### src/rtl/link_seq_pkg.sv
package link_seq_pkg;

    typedef enum logic [3:0] {
        ST_INIT, ST_IDLE, ST_EXT, ST_REJ, ST_SEND, ST_WTX, ST_RECV, ST_WRX,
        ST_GAP, ST_PRIME, ST_BPRE, ST_BLOW, ST_BPOST, ST_RESP
    } seq_st_t;

    typedef enum logic [1:0] {
        CMD_FRAME = 2'd0,
        CMD_POLL  = 2'd1,
        CMD_TERM  = 2'd2
    } tx_cmd_t;

    localparam logic [1:0] KIND_XFER  = 2'd0;
    localparam logic [1:0] KIND_TERM  = 2'd1;
    localparam logic [1:0] KIND_BREAK = 2'd2;

    localparam logic [1:0] TAG_ACK  = 2'd0;
    localparam logic [1:0] TAG_BUSY = 2'd1;
    localparam logic [1:0] TAG_ERRA = 2'd2;
    localparam logic [1:0] TAG_ERRC = 2'd3;

    localparam logic [2:0] RC_OK    = 3'd0;
    localparam logic [2:0] RC_STUCK = 3'd1;
    localparam logic [2:0] RC_GEN   = 3'd2;
    localparam logic [2:0] RC_SCRC  = 3'd3;
    localparam logic [2:0] RC_REJ   = 3'd6;

    typedef struct packed {
        logic clk_en;
        logic dat;
        logic hiz;
        logic mux;
        logic xlat;
    } pin_ctl_t;

    // Result code for a non-busy tag; escalated marks the stuck-slave terminate.
    function automatic logic [2:0] tag_result(input logic [1:0] tag, input logic escalated);
        if (escalated)
            return (tag == TAG_ACK) ? RC_STUCK : RC_GEN;
        case (tag)
            TAG_ERRA: return RC_GEN;
            TAG_ERRC: return RC_SCRC;
            default:  return RC_OK;
        endcase
    endfunction

    function automatic int max_of(input int a, input int b);
        return (a > b) ? a : b;
    endfunction

endpackage

### src/rtl/lnk_span_timer.sv
module lnk_span_timer #(
    parameter int W       = 15,
    parameter int RST_VAL = 0
) (
    input  logic         clk,
    input  logic         rst,
    input  logic         load,
    input  logic [W-1:0] load_val,
    output logic         expired
);
    logic [W-1:0] cnt;

    always_ff @(posedge clk) begin
        if (rst)
            cnt <= W'(RST_VAL);
        else if (load)
            cnt <= load_val;
        else if (cnt != '0)
            cnt <= cnt - 1'b1;
    end

    assign expired = (cnt == '0);
endmodule

### src/rtl/lnk_retry_ctr.sv
module lnk_retry_ctr #(
    parameter int MAX_BUSY = 100
) (
    input  logic clk,
    input  logic rst,
    input  logic clr,
    input  logic inc,
    output logic at_cap
);
    localparam int RW = $clog2(MAX_BUSY + 1);
    logic [RW-1:0] polls;

    always_ff @(posedge clk) begin
        if (rst || clr)
            polls <= '0;
        else if (inc)
            polls <= polls + 1'b1;
    end

    assign at_cap = (polls >= RW'(MAX_BUSY));
endmodule

### src/rtl/lnk_pin_map.sv
module lnk_pin_map
    import link_seq_pkg::*;
(
    input  seq_st_t  st,
    output pin_ctl_t pins
);
    always_comb begin
        pins = '{clk_en: 1'b0, dat: 1'b1, hiz: 1'b0, mux: 1'b1, xlat: 1'b1};
        case (st)
            ST_INIT, ST_GAP, ST_PRIME, ST_BPRE, ST_BPOST: pins.clk_en = 1'b1;
            ST_BLOW: begin
                pins.clk_en = 1'b1;
                pins.dat    = 1'b0;
            end
            ST_EXT, ST_REJ: begin
                pins.hiz  = 1'b1;
                pins.mux  = 1'b0;
                pins.xlat = 1'b0;
            end
            default: ;
        endcase
    end
endmodule

### src/rtl/link_txn_seq.sv
module link_txn_seq
    import link_seq_pkg::*;
#(
    parameter int INIT_CLKS = 5000,
    parameter int POLL_GAP  = 100,
    parameter int PRIME_CLKS = 100,
    parameter int MAX_BUSY  = 100,
    parameter int BRK_PRE   = 50,
    parameter int BRK_LOW   = 256,
    parameter int BRK_POST  = 16000
) (
    input  logic       clk,
    input  logic       rst,
    input  logic       ext_mode,
    input  logic       req_valid,
    input  logic [1:0] req_kind,
    input  logic [1:0] req_slave,
    output logic       req_ready,
    output logic       resp_valid,
    output logic [2:0] resp_code,
    output logic       tx_start,
    output logic [1:0] tx_cmd,
    output logic [1:0] tx_slave,
    input  logic       tx_done,
    output logic       rx_start,
    input  logic       rx_done,
    input  logic [1:0] rx_tag,
    input  logic [2:0] rx_fault,
    output logic       seq_clk_en,
    output logic       seq_dat,
    output logic       pins_hiz,
    output logic       mux_sel,
    output logic       xlat_en,
    output logic       link_en
);
    localparam int MAXC = max_of(max_of(max_of(INIT_CLKS, POLL_GAP), max_of(PRIME_CLKS, BRK_PRE)),
                                 max_of(BRK_LOW, BRK_POST));
    localparam int CW = $clog2(MAXC) + 1;
    localparam logic [CW-1:0] LD_INIT  = CW'(INIT_CLKS - 1);
    localparam logic [CW-1:0] LD_GAP   = CW'(POLL_GAP - 1);
    localparam logic [CW-1:0] LD_PRIME = CW'(PRIME_CLKS - 1);
    localparam logic [CW-1:0] LD_BPRE  = CW'(BRK_PRE - 1);
    localparam logic [CW-1:0] LD_BLOW  = CW'(BRK_LOW - 1);
    localparam logic [CW-1:0] LD_BPOST = CW'(BRK_POST - 1);

    seq_st_t    st, nxt;
    tx_cmd_t    cmd_q, cmd_d;
    logic       esc_q, esc_d;
    logic [2:0] code_q, code_d;
    logic [1:0] slave_q, slave_d;
    logic       t_load, t_zero, r_clr, r_inc, r_cap;
    logic [CW-1:0] t_val;
    pin_ctl_t   pins;

    lnk_span_timer #(.W(CW), .RST_VAL(INIT_CLKS - 1)) u_timer (
        .clk(clk), .rst(rst), .load(t_load), .load_val(t_val), .expired(t_zero)
    );

    lnk_retry_ctr #(.MAX_BUSY(MAX_BUSY)) u_retry (
        .clk(clk), .rst(rst), .clr(r_clr), .inc(r_inc), .at_cap(r_cap)
    );

    lnk_pin_map u_pins (.st(st), .pins(pins));

    always_comb begin
        nxt     = st;
        cmd_d   = cmd_q;
        esc_d   = esc_q;
        code_d  = code_q;
        slave_d = slave_q;
        t_load  = 1'b0;
        t_val   = '0;
        r_clr   = 1'b0;
        r_inc   = 1'b0;
        case (st)
            ST_INIT: if (t_zero) nxt = ST_IDLE;
            ST_IDLE: begin
                if (ext_mode) begin
                    nxt = ST_EXT;
                end else if (req_valid) begin
                    slave_d = req_slave;
                    esc_d   = 1'b0;
                    r_clr   = 1'b1;
                    if (req_kind == KIND_BREAK) begin
                        nxt    = ST_BPRE;
                        t_load = 1'b1;
                        t_val  = LD_BPRE;
                    end else begin
                        nxt   = ST_SEND;
                        cmd_d = (req_kind == KIND_TERM) ? CMD_TERM : CMD_FRAME;
                    end
                end
            end
            ST_EXT: begin
                if (!ext_mode) begin
                    nxt    = ST_INIT;
                    t_load = 1'b1;
                    t_val  = LD_INIT;
                end else if (req_valid) begin
                    nxt    = ST_REJ;
                    code_d = RC_REJ;
                end
            end
            ST_REJ:  nxt = ST_EXT;
            ST_SEND: nxt = ST_WTX;
            ST_WTX:  if (tx_done) nxt = ST_RECV;
            ST_RECV: nxt = ST_WRX;
            ST_WRX: begin
                if (rx_done) begin
                    if (rx_fault != 3'd0) begin
                        code_d = rx_fault;
                        nxt    = ST_RESP;
                    end else if (rx_tag == TAG_BUSY && !esc_q) begin
                        nxt    = ST_GAP;
                        t_load = 1'b1;
                        t_val  = LD_GAP;
                    end else begin
                        code_d = tag_result(rx_tag, esc_q);
                        nxt    = ST_PRIME;
                        t_load = 1'b1;
                        t_val  = LD_PRIME;
                    end
                end
            end
            ST_GAP: begin
                if (t_zero) begin
                    nxt = ST_SEND;
                    if (r_cap) begin
                        cmd_d = CMD_TERM;
                        esc_d = 1'b1;
                    end else begin
                        cmd_d = CMD_POLL;
                        r_inc = 1'b1;
                    end
                end
            end
            ST_PRIME: if (t_zero) nxt = ST_RESP;
            ST_BPRE: begin
                if (t_zero) begin
                    nxt    = ST_BLOW;
                    t_load = 1'b1;
                    t_val  = LD_BLOW;
                end
            end
            ST_BLOW: begin
                if (t_zero) begin
                    nxt    = ST_BPOST;
                    t_load = 1'b1;
                    t_val  = LD_BPOST;
                end
            end
            ST_BPOST: begin
                if (t_zero) begin
                    nxt    = ST_RESP;
                    code_d = RC_OK;
                end
            end
            ST_RESP: nxt = ST_IDLE;
            default: nxt = ST_INIT;
        endcase
    end

    always_ff @(posedge clk) begin
        if (rst) begin
            st      <= ST_INIT;
            cmd_q   <= CMD_FRAME;
            esc_q   <= 1'b0;
            code_q  <= RC_OK;
            slave_q <= '0;
        end else begin
            st      <= nxt;
            cmd_q   <= cmd_d;
            esc_q   <= esc_d;
            code_q  <= code_d;
            slave_q <= slave_d;
        end
    end

    assign req_ready  = (st == ST_IDLE && !ext_mode) || (st == ST_EXT && ext_mode);
    assign resp_valid = (st == ST_RESP) || (st == ST_REJ);
    assign resp_code  = code_q;
    assign tx_start   = (st == ST_SEND);
    assign tx_cmd     = cmd_q;
    assign tx_slave   = slave_q;
    assign rx_start   = (st == ST_RECV);
    assign seq_clk_en = pins.clk_en;
    assign seq_dat    = pins.dat;
    assign pins_hiz   = pins.hiz;
    assign mux_sel    = pins.mux;
    assign xlat_en    = pins.xlat;
    assign link_en    = 1'b1;
endmodule

### config.mk
export PLATFORM = sky130hd
export DESIGN_NAME = link_txn_seq
export DESIGN_NICKNAME = d
export VERILOG_FILES = /design/src/rtl/link_seq_pkg.sv /design/src/rtl/lnk_span_timer.sv /design/src/rtl/lnk_retry_ctr.sv /design/src/rtl/lnk_pin_map.sv /design/src/rtl/link_txn_seq.sv
export SDC_FILE = /design/constraint.sdc
export NUM_CORES = 1
export LEC_CHECK = 0
export BUFFER_PORTS_ARGS = -buffer_cell sky130_fd_sc_hd__buf_4
export CAP_MARGIN = 20
export CORE_ASPECT_RATIO = 0.9
export CORE_UTILIZATION = 35
export CTS_CLUSTER_SIZE = 25
export DETAILED_ROUTE_END_ITERATION = 10
export RECOVER_POWER = 100
export SYNTH_ARGS = -nofsm -noshare
export SYNTH_HDL_FRONTEND = slang
export SYNTH_SLANG_ARGS = --single-unit
### constraint.sdc
create_clock -name clk -period 2.9 [get_ports clk]
set_input_delay 0.435 -clock clk [delete_from_list [all_inputs] [get_ports clk]]
set_output_delay 0.435 -clock clk [all_outputs]
set_load 0.01 [all_outputs]
# Word-level counts from Yosys, hierarchy flattened
# Index checks and enable logic that the tools add are counted.
[totals] regBits=34 input_bits=15 word_cells=142
[op_classes] addsub=2 order_cmp=1 n_eq_ne=35 n_mux=71 bitwise=1 reduce_logical=25
[op_table] op="one-hot mux 14 bit (5 select lines)" n=1
[op_table] op="one-hot mux 4 bit (13 select lines)" n=1
[op_table] op="2-to-1 mux 4 bit" n=12
[op_table] op="2-to-1 mux 15 bit" n=2
[op_table] op="2-to-1 mux 3 bit" n=10
[op_table] op="inequality test 2 bit (second input constant)" n=13
[op_table] op="2-to-1 mux 1 bit" n=25
[op_table] op="equality test 4 bit (second input constant)" n=6
[op_table] op="2-to-1 mux 6 bit" n=3
[op_table] op="equality test 4 x 3 -> 1 bit (second input constant)" n=4
[op_table] op="zero test 15 bit" n=1
[op_table] op="nonzero test 15 bit" n=1
[op_table] op="subtractor 15 x 1 -> 15 bit (second input constant)" n=1
[op_table] op="2-to-1 mux 14 bit" n=1
[op_table] op="2-to-1 mux 2 bit" n=7
[op_table] op="2-to-1 mux 7 bit" n=2
[op_table] op="2-to-1 mux 13 bit" n=1
[op_table] op="AND reduction 5 bit" n=2
[op_table] op="inequality test 3 bit (second input constant)" n=3
[op_table] op="one-hot mux 3 bit (3 select lines)" n=1
[op_table] op="AND reduction 9 bit" n=1
[op_table] op="equality test 4 x 2 -> 1 bit (second input constant)" n=2
[op_table] op="2-to-1 mux 8 bit" n=1
[op_table] op="one-hot mux 2 bit (2 select lines)" n=2
[op_table] op="other kinds (20)" n=32

# Logic depth before layout (Yosys ltp)
# Gate-level depths: netlist (run 1).
[depth] word_depth=11 mapped_depth=8 ltp_nobuf=7

# Hierarchy
# From an unflattened synthesis (run 1), not the netlist that was laid out.
[unflattened] hier_cells=293 hier_area_um2=2354.8
[modules_own_cells] mod="link_txn_seq" n_inst=1 cells_per_inst=153 area_each_um2=1088.5 seq_area_each_um2=240.2
[modules_own_cells] mod="lnk_span_timer" n_inst=1 cells_per_inst=96 area_each_um2=890.9 seq_area_each_um2=300.3
[modules_own_cells] mod="lnk_retry_ctr" n_inst=1 cells_per_inst=37 area_each_um2=331.6 seq_area_each_um2=140.1
[modules_own_cells] mod="lnk_pin_map" n_inst=1 cells_per_inst=7 area_each_um2=43.8 seq_area_each_um2=0.0

# Worst setup path after synthesis (run 1)
# Ideal clock, no wire load.
[synth_timing] kind="register to register" start="register u_timer.cnt[0]" end="register st[1]" arrival_time_ns=1.971 required_time_ns=2.829 setup_slack_ns=0.859 stages_incl_launch_ff=8 n_path_buf=0 period_less_slack_ns=2.041 cell_sequence="dfxtp_1 inv_1 ha_1 nor4b_1 nand4_2 a221o_1 or3_1 a21oi_1"
[synth_via] elab_chain_len=3
[synth_rtl] element="start, declared" line_no="lnk_span_timer.sv:11" text="logic [W-1:0] cnt;"
[synth_rtl] element="start signal, assigned" line_no="lnk_span_timer.sv:15" text="cnt <= W'(RST_VAL);"
[synth_rtl] element="start signal, assigned" line_no="lnk_span_timer.sv:17" text="cnt <= load_val;"
[synth_rtl] element="start signal, assigned" line_no="lnk_span_timer.sv:19" text="cnt <= cnt - 1'b1;"
[synth_rtl] element="zero test 15 bit *" line_no="lnk_span_timer.sv:22" text="assign expired = (cnt == '0);"
[synth_rtl] element="inequality test 2 bit (no source line) or inequality test 2 x 1 -> 1 bit (tied branches)"
[synth_rtl] element="AND reduction 9 bit (no source line) *"
[synth_rtl] element="end signal, assigned" line_no="link_txn_seq.sv:171" text="st <= nxt;"
[synth_rtl] element="end, declared" line_no="link_txn_seq.sv:46" text="seq_st_t st, nxt;"
# Mark *: on every way between the ends. The rest lies on a longest branch, timed or not.
# A chain may end at the register's enable or synchronous reset.

# Worst setup path after layout (run 1)
[layout_timing] start="register u_timer.cnt[0]" end="register code_q[0] (netlist: resp_code[0])"
[layout_via] elab_chain_len=3
[layout_rtl] element="zero test 15 bit" line_no="lnk_span_timer.sv:22"
[layout_rtl] element="inequality test 2 bit (no source line)"
[layout_rtl] element="AND reduction 6 bit (no source line)"
[layout_rtl] element="end signal, assigned" line_no="link_txn_seq.sv:174" text="code_q <= code_d;"
[layout_rtl] element="end, declared" line_no="link_txn_seq.sv:49" text="logic [2:0] code_q, code_d;"
# No other way between the ends.

==> results of run 1 <==
## kinds of logic (layout without fill, tap and decap cells)
logic type	count (synthesis)	in the layout	share of synthesized area, %
AND/OR/NAND/NOR	121	121	31.6
adder cells (fa/ha/maj)	4	4	2.37
buffers and inverters	28	51	5.63
flip-flops	34	34	32.3
multiplexers	5	5	2.37
AO/OA/AOI/OAI	64	64	19.0
other	1	1	0.178
XOR/XNOR	16	16	6.64
## layout make-up
class / count / area (um2)
clock buffer: 8 / 110
fill: 584 / 3340
inverter: 9 / 33.8
multi-input combinational: 211 / 1310
sequential: 34 / 681
tap: 70 / 87.6
timing repair buffer: 34 / 195
## worst register-to-register path, cell delays in order, from the launching register on
cell     delay (ns)
dfxtp_1        0.32
inv_1          0.11
ha_1           0.16
nor4b_1        0.34
nand4_2        0.19
buf_4          0.27
and2_0         0.21
or4_1          0.51
a21oi_1        0.12
## final timing paths
path	from	endpoint	slack, ns	cells after the start
min	req_slave[1]	tx_slave[1]$_SDFFE_PP0P_	0.38	3
max	u_timer.cnt[0]$_SDFFE_PP1P_	resp_code[0]$_SDFFE_PP0P_	0.60	8
max reg2reg	u_timer.cnt[0]$_SDFFE_PP1P_	resp_code[0]$_SDFFE_PP0P_	0.60	8
min reg2reg	tx_cmd[1]$_SDFFE_PP0P_	tx_cmd[1]$_SDFFE_PP0P_	0.46	2
## where the power goes
part | switching (W) | total [W] | internal [W]
logic | 0.000150 | 0.000259 | 0.000109
registers | 0.0000321 | 0.000522 | 0.000490
clock network | 0.000171 | 0.000411 | 0.000240
## synthesized netlist by cell type, types with 2 or more instances
library cell  count  area, um2
nor3_1            9       45.0
or2_2             3       18.8
nor3b_1           2       15.0
nor2b_1           2       12.5
nand2b_1          4       25.0
buf_2             4       20.0
nand3b_1          3       22.5
o22ai_1           3       18.8
xor2_1            8       70.1
or3_1             9       56.3
o311ai_0          2       17.5
ha_1              4       50.1
clkbuf_1         12       45.0
a21o_1            3       22.5
or4_1             5       37.5
mux2i_1           5       50.1
and2_1            3       18.8
and3_1            2       12.5
a31oi_1           7       43.8
nand3_1          16       80.1
nor4_1            2       12.5
a211oi_1          4       30.0
o21ai_0          11       55.1
nor4b_1           2       17.5
xnor2_1           8       70.1
nand4_1           3       18.8
nand2_1          24       90.1
dfxtp_1          34        681
a21oi_1          23        115
inv_1             9       33.8
nor2_1           24       90.1
buf_4             2       15.0
## per-stage QoR
step | util [%] | total power, W | instances | hold WS (ns) | cell area (um2)
after floorplan | - | 0.000714 | 273 | 0.456 | 2110
after detailed placement | 41.1 | 0.000802 | 358 | 0.452 | 2370
after global placement | 41.1 | 0.000804 | 358 | 0.446 | 2370
final | 42.0 | 0.00119 | 366 | 0.382 | 2420
after global routing | 42.0 | 0.00126 | 366 | 0.388 | 2420
after CTS | 43.0 | 0.00122 | 366 | 0.374 | 2480
## state kept, by name, summed over array words and instances (netlist names)
name and count:
esc_q 1, resp_code 3, st 4, tx_cmd 2
tx_slave 2, u_retry.polls 7, u_timer.cnt 15
## metal layers
| metal | up-vias | GRT usage [%] | part of all wire [%] |
|---|---|---|---|
| li1 | 1026 | - | - |
| met5 | - | 0 | 0 |
| met2 | 53 | 27.1 | 41 |
| met1 | 926 | 23.6 | 52 |
| met3 | 6 | 3.36 | 5.7 |
| met4 | 0 | 5.36 | 0.77 |
==> flow_metrics.env, run 1 <==
export IMPL_outcome="finished, violations left"
export IMPL_violations="design-rule violations"
export IMPL_cts_tree="built"
export IMPL_cp_arrival_ns=2.52
export IMPL_period_share_pct=79.3
export IMPL_start_kind="flop"
export IMPL_synth_edf_count=0
export IMPL_setup_violations=0
export IMPL_ys_flop_type="dfxtp_1"
export IMPL_cts_root_buf="clkbuf_8"
export IMPL_nNetsFinal=314
export IMPL_gr_total_overflow=0
export IMPL_ant_nets=0
export IMPL_slew_headroom_pct=53.1
export IMPL_clockBufferDepth=2
export IMPL_gp_congestion=0.851
export IMPL_ys_warn_count=0
export IMPL_wl_per_cell_um=13.8
export IMPL_power_leakage_nw=0.936
export IMPL_syn_area_um2=2110
export IMPL_wl_um=5070
export IMPL_crit_required_ns=3.12
export IMPL_min_path_type="in -> reg"
export IMPL_grt_max_degree=27
export IMPL_die_area_um2=6340
export IMPL_max_stage_delay_ns=0.51
export IMPL_die_height_um=75.7
export IMPL_powerDensity_nw_per_um2=493
export IMPL_synthCells=273
export IMPL_drv_cap=0
export IMPL_antenna_found_initial=0
export IMPL_drv_slew=0
export IMPL_grt_use_total_pct=17.0
export IMPL_coreArea_um2=5760
export IMPL_cpMaxStageDelayCell="or4_1"
export IMPL_syn_nets=292
export IMPL_cts_sinks=34
export IMPL_clock_latency_ns=0.28
export IMPL_final_setup_skew_ns=0.00381
export IMPL_num_antenna_cells=0
export IMPL_worstPathCellList="inv_1 -> ha_1 -> nor4b_1 -> nand4_2 -> buf_4 -> and2_0 -> or4_1 -> a21oi_1"
export IMPL_syn_area_per_cell_um2=7.73
export IMPL_port_buffers=30
export IMPL_final_cell_mix="34 x dfxtp_1, 24 x nor2_1, 24 x nand2_1, 23 x a21oi_1, 18 x buf_4"
export IMPL_row_count=26
export IMPL_ys_types=53
export IMPL_drive_above_1_share_pct=11.1
export IMPL_crit_path_end_kind="flop"
export IMPL_async_flop_share_pct=0
export IMPL_min_period_ns=2.30
export IMPL_peakVddDrop_mv=0.279
export IMPL_cts_setup_buffers=0
export IMPL_crit_family="simple AND/OR/NAND/NOR gates"
export IMPL_numCtsBuffers=5
export IMPL_ys_seq_area_share_pct=32.3
export IMPL_hold_buffers=0
export IMPL_routed_via_density=5.49
export IMPL_area_growth_pct=14.6
export IMPL_drt_initial_drc_count=108
export IMPL_timing_final_ws_setup_ns=0.601
export IMPL_max_slew_worst_pin_slew_ns=0.695
export IMPL_rsz0062_at_grt="no"
export IMPL_critPathKind="reg -> reg"
export IMPL_fmax_ghz=0.435
export IMPL_clk_pin_slew_ns=0.07
export IMPL_hold_violations=0
export IMPL_die_width_um=83.8
export IMPL_firstDrtPassIters=7
export IMPL_setup_tns_final_ns=0
export IMPL_worstPathMaxFanout=26
export IMPL_io_pins=32
export IMPL_start_util_pct=36.6
export IMPL_dr_total_vias=2011
export IMPL_drc=2
export IMPL_cts_resized=0
export IMPL_layout_commonest_cell="dfxtp_1"
export IMPL_htree_levels=2
export IMPL_worstPathBufferInverterCount=2
export IMPL_first_global_vias=1864
export IMPL_ys_seq_elements=34
export IMPL_grt_pass1_wl_um=8660
export IMPL_dp_slack_ns=0.631
export IMPL_place_hpwl_um=3670
No activity file was read; power rests on OpenSTA's default activity.
==> run 2: changes to the inputs <==
==> constraint.sdc (replaced) <==
create_clock -name clk -period 2.1 [get_ports clk]
set_input_delay 0.315 -clock clk [delete_from_list [all_inputs] [get_ports clk]]
set_output_delay 0.315 -clock clk [all_outputs]
set_load 0.01 [all_outputs]
==> run 2 against run 1 <==
Against the previous run:
- the flow still finishes with violations (design-rule violations)
- flip-flop and latch count unchanged
- global-route usage rose by 0.67 points
- core utilization is 3.7 points higher
- register-to-register slack got worse by 0.49 ns
- highest routed layer unchanged
==> flow_metrics.env, run 2 (synthesis gave the netlist of run 1 again) <==
export IMPL_drt_initial_drc_count=150
export IMPL_area_growth_pct=24.7
export IMPL_setup_tns_final_ns=0
export IMPL_min_period_ns=1.99
export IMPL_grt_pass1_wl_um=8830
export IMPL_start_util_pct=36.6
export IMPL_outcome="finished, violations left"
export IMPL_place_hpwl_um=3900
export IMPL_row_count=26
export IMPL_cts_tree="built"
export IMPL_highest_layer="met4"
export IMPL_timing_final_ws_setup_ns=0.110
export IMPL_cts_root_buf="clkbuf_8"
export IMPL_start_kind="flop"
export IMPL_die_area_um2=6340
export IMPL_fill_cells=603
export IMPL_hold_violations=0
export IMPL_die_height_um=75.7
export IMPL_drc=2
export IMPL_min_path_type="in -> reg"
export IMPL_wl_met2_um=2240
export IMPL_gr_total_overflow=0
export IMPL_antenna_found_initial=0
export IMPL_firstDrtPassIters=7
export IMPL_gp_congestion=0.864
export IMPL_final_cell_mix="39 x buf_4, 33 x dfxtp_1, 24 x nor2_1, 24 x nand2_1, 23 x a21oi_1"
export IMPL_place_inst=384
export IMPL_violations="design-rule violations"
export IMPL_clk_pin_slew_ns=0.07
export IMPL_top_regs="u_timer.cnt x15, u_retry.polls x7, st x4"
export IMPL_routed_via_density=5.38
export IMPL_io_pins=32
export IMPL_coreArea_um2=5760
export IMPL_drv_cap=0
export IMPL_die_width_um=83.8
export IMPL_post_route_util_pct=45.7
export IMPL_largest_register="u_timer.cnt"
export IMPL_drive_above_1_share_pct=19.5
export IMPL_register_area_um2=682
export IMPL_dp_slack_ns=-0.0572
export IMPL_finalNonFillerCells=393
export IMPL_cp_arrival_ns=2.22
export IMPL_wl_met1_um=2550
export IMPL_fmax_ghz=0.503
export IMPL_clock_latency_ns=0.29
export IMPL_hold_buffers=0
export IMPL_ant_nets=0
export IMPL_period_share_pct=94.8
export IMPL_first_global_vias=1944
export IMPL_layout_commonest_cell="buf_4"
export IMPL_clockBufferDepth=2
export IMPL_wl_per_cell_um=13.2
export IMPL_peakVddDrop_mv=0.313
export IMPL_rsz0062_at_grt="no"
export IMPL_power_leakage_nw=1.07
export IMPL_numCtsBuffers=5
export IMPL_route_met3_wl_um=339
export IMPL_cts_sinks=34
export IMPL_crit_required_ns=2.33
export IMPL_dr_total_vias=2116
export IMPL_port_buffers=30
export IMPL_holdWs_ns=0.256
export IMPL_multi_input_area_um2=1330
export IMPL_wl_um=5200
export IMPL_crit_path_end_kind="flop"
export IMPL_nNetsFinal=341
export IMPL_drv_slew=0
export IMPL_largest_register_ffs=15
export IMPL_critPathKind="reg -> reg"
export IMPL_worstPathMaxFanout=7
export IMPL_powerDensity_nw_per_um2=618
export IMPL_grt_use_total_pct=17.7
export IMPL_final_setup_skew_ns=0.0129
export IMPL_num_antenna_cells=0
export IMPL_grt_max_degree=24
export IMPL_htree_levels=2
export IMPL_setup_violations=0
-- run 2: cell types whose count changed in the layout (fill, tap and decap cells not counted), sizes merged --
cell / delta
buf: +22
clkbuf: +4
clkinv: +1
-- run 2: report_power, final --
group	total (W)	internal (W)	switching (W)
clock	0.000498	0.000264	0.000233
sequential	0.000707	0.000676	0.0000308
combinational	0.000422	0.000195	0.000227
-- run 2: timing repair --
item / in CTS / in global routing
gates resized for setup: 1 / 3
pin swaps: 1 / 0
hold endpoints to repair: 0 / 0
setup buffers: 1 / 0
setup endpoints to repair: 9 / 7
-- run 2: worst paths after layout --
kind                                                 end  slack (ns)  cells past startpoint                   startpoint
worst max-delay path                  st[1]$_SDFFE_PP0P_        0.11                      6  u_timer.cnt[4]$_SDFFE_PP0P_
worst min register to register    tx_cmd[1]$_SDFFE_PP0P_        0.46                      2       tx_cmd[1]$_SDFFE_PP0P_
worst max register to register        st[1]$_SDFFE_PP0P_        0.11                      6  u_timer.cnt[4]$_SDFFE_PP0P_
worst min-delay path            tx_slave[0]$_SDFFE_PP0P_        0.26                      3                 req_slave[0]
-- run 2: final cells by class --
| cell class | instances | share of cell area, % |
|---|---|---|
| clock buffer | 7 | 3.28 |
| clock inverter | 1 | 0.190 |
| inverter | 9 | 1.28 |
| timing repair buffer | 61 | 15.5 |
| multi-input combinational | 211 | 50.5 |
| sequential | 34 | 25.9 |
| tap | 70 | 3.33 |
-- run 2: critical path, stage by stage (launching register included) --
cell,delay [ns]
dfxtp_1,0.33
nor4_4,0.42
nand4_2,0.12
buf_4,0.20
a221o_1,0.36
or3_1,0.37
a21oi_1,0.12
-- run 2: through the flow --
step,instance area [um2],power [W]
2_1_floorplan,2110,0.000986
3_3_place_gp,2570,0.00115
3_5_place_dp,2570,0.00115
4_1_cts,2680,0.00165
5_1_grt,2630,0.00173
6_report,2630,0.00163
-- run 2: metal layers --
metal,GRT usage (%),vias up
met2,29.0,58
met5,0,-
met3,4.55,10
met1,23.4,976
li1,-,1072
met4,5.36,0
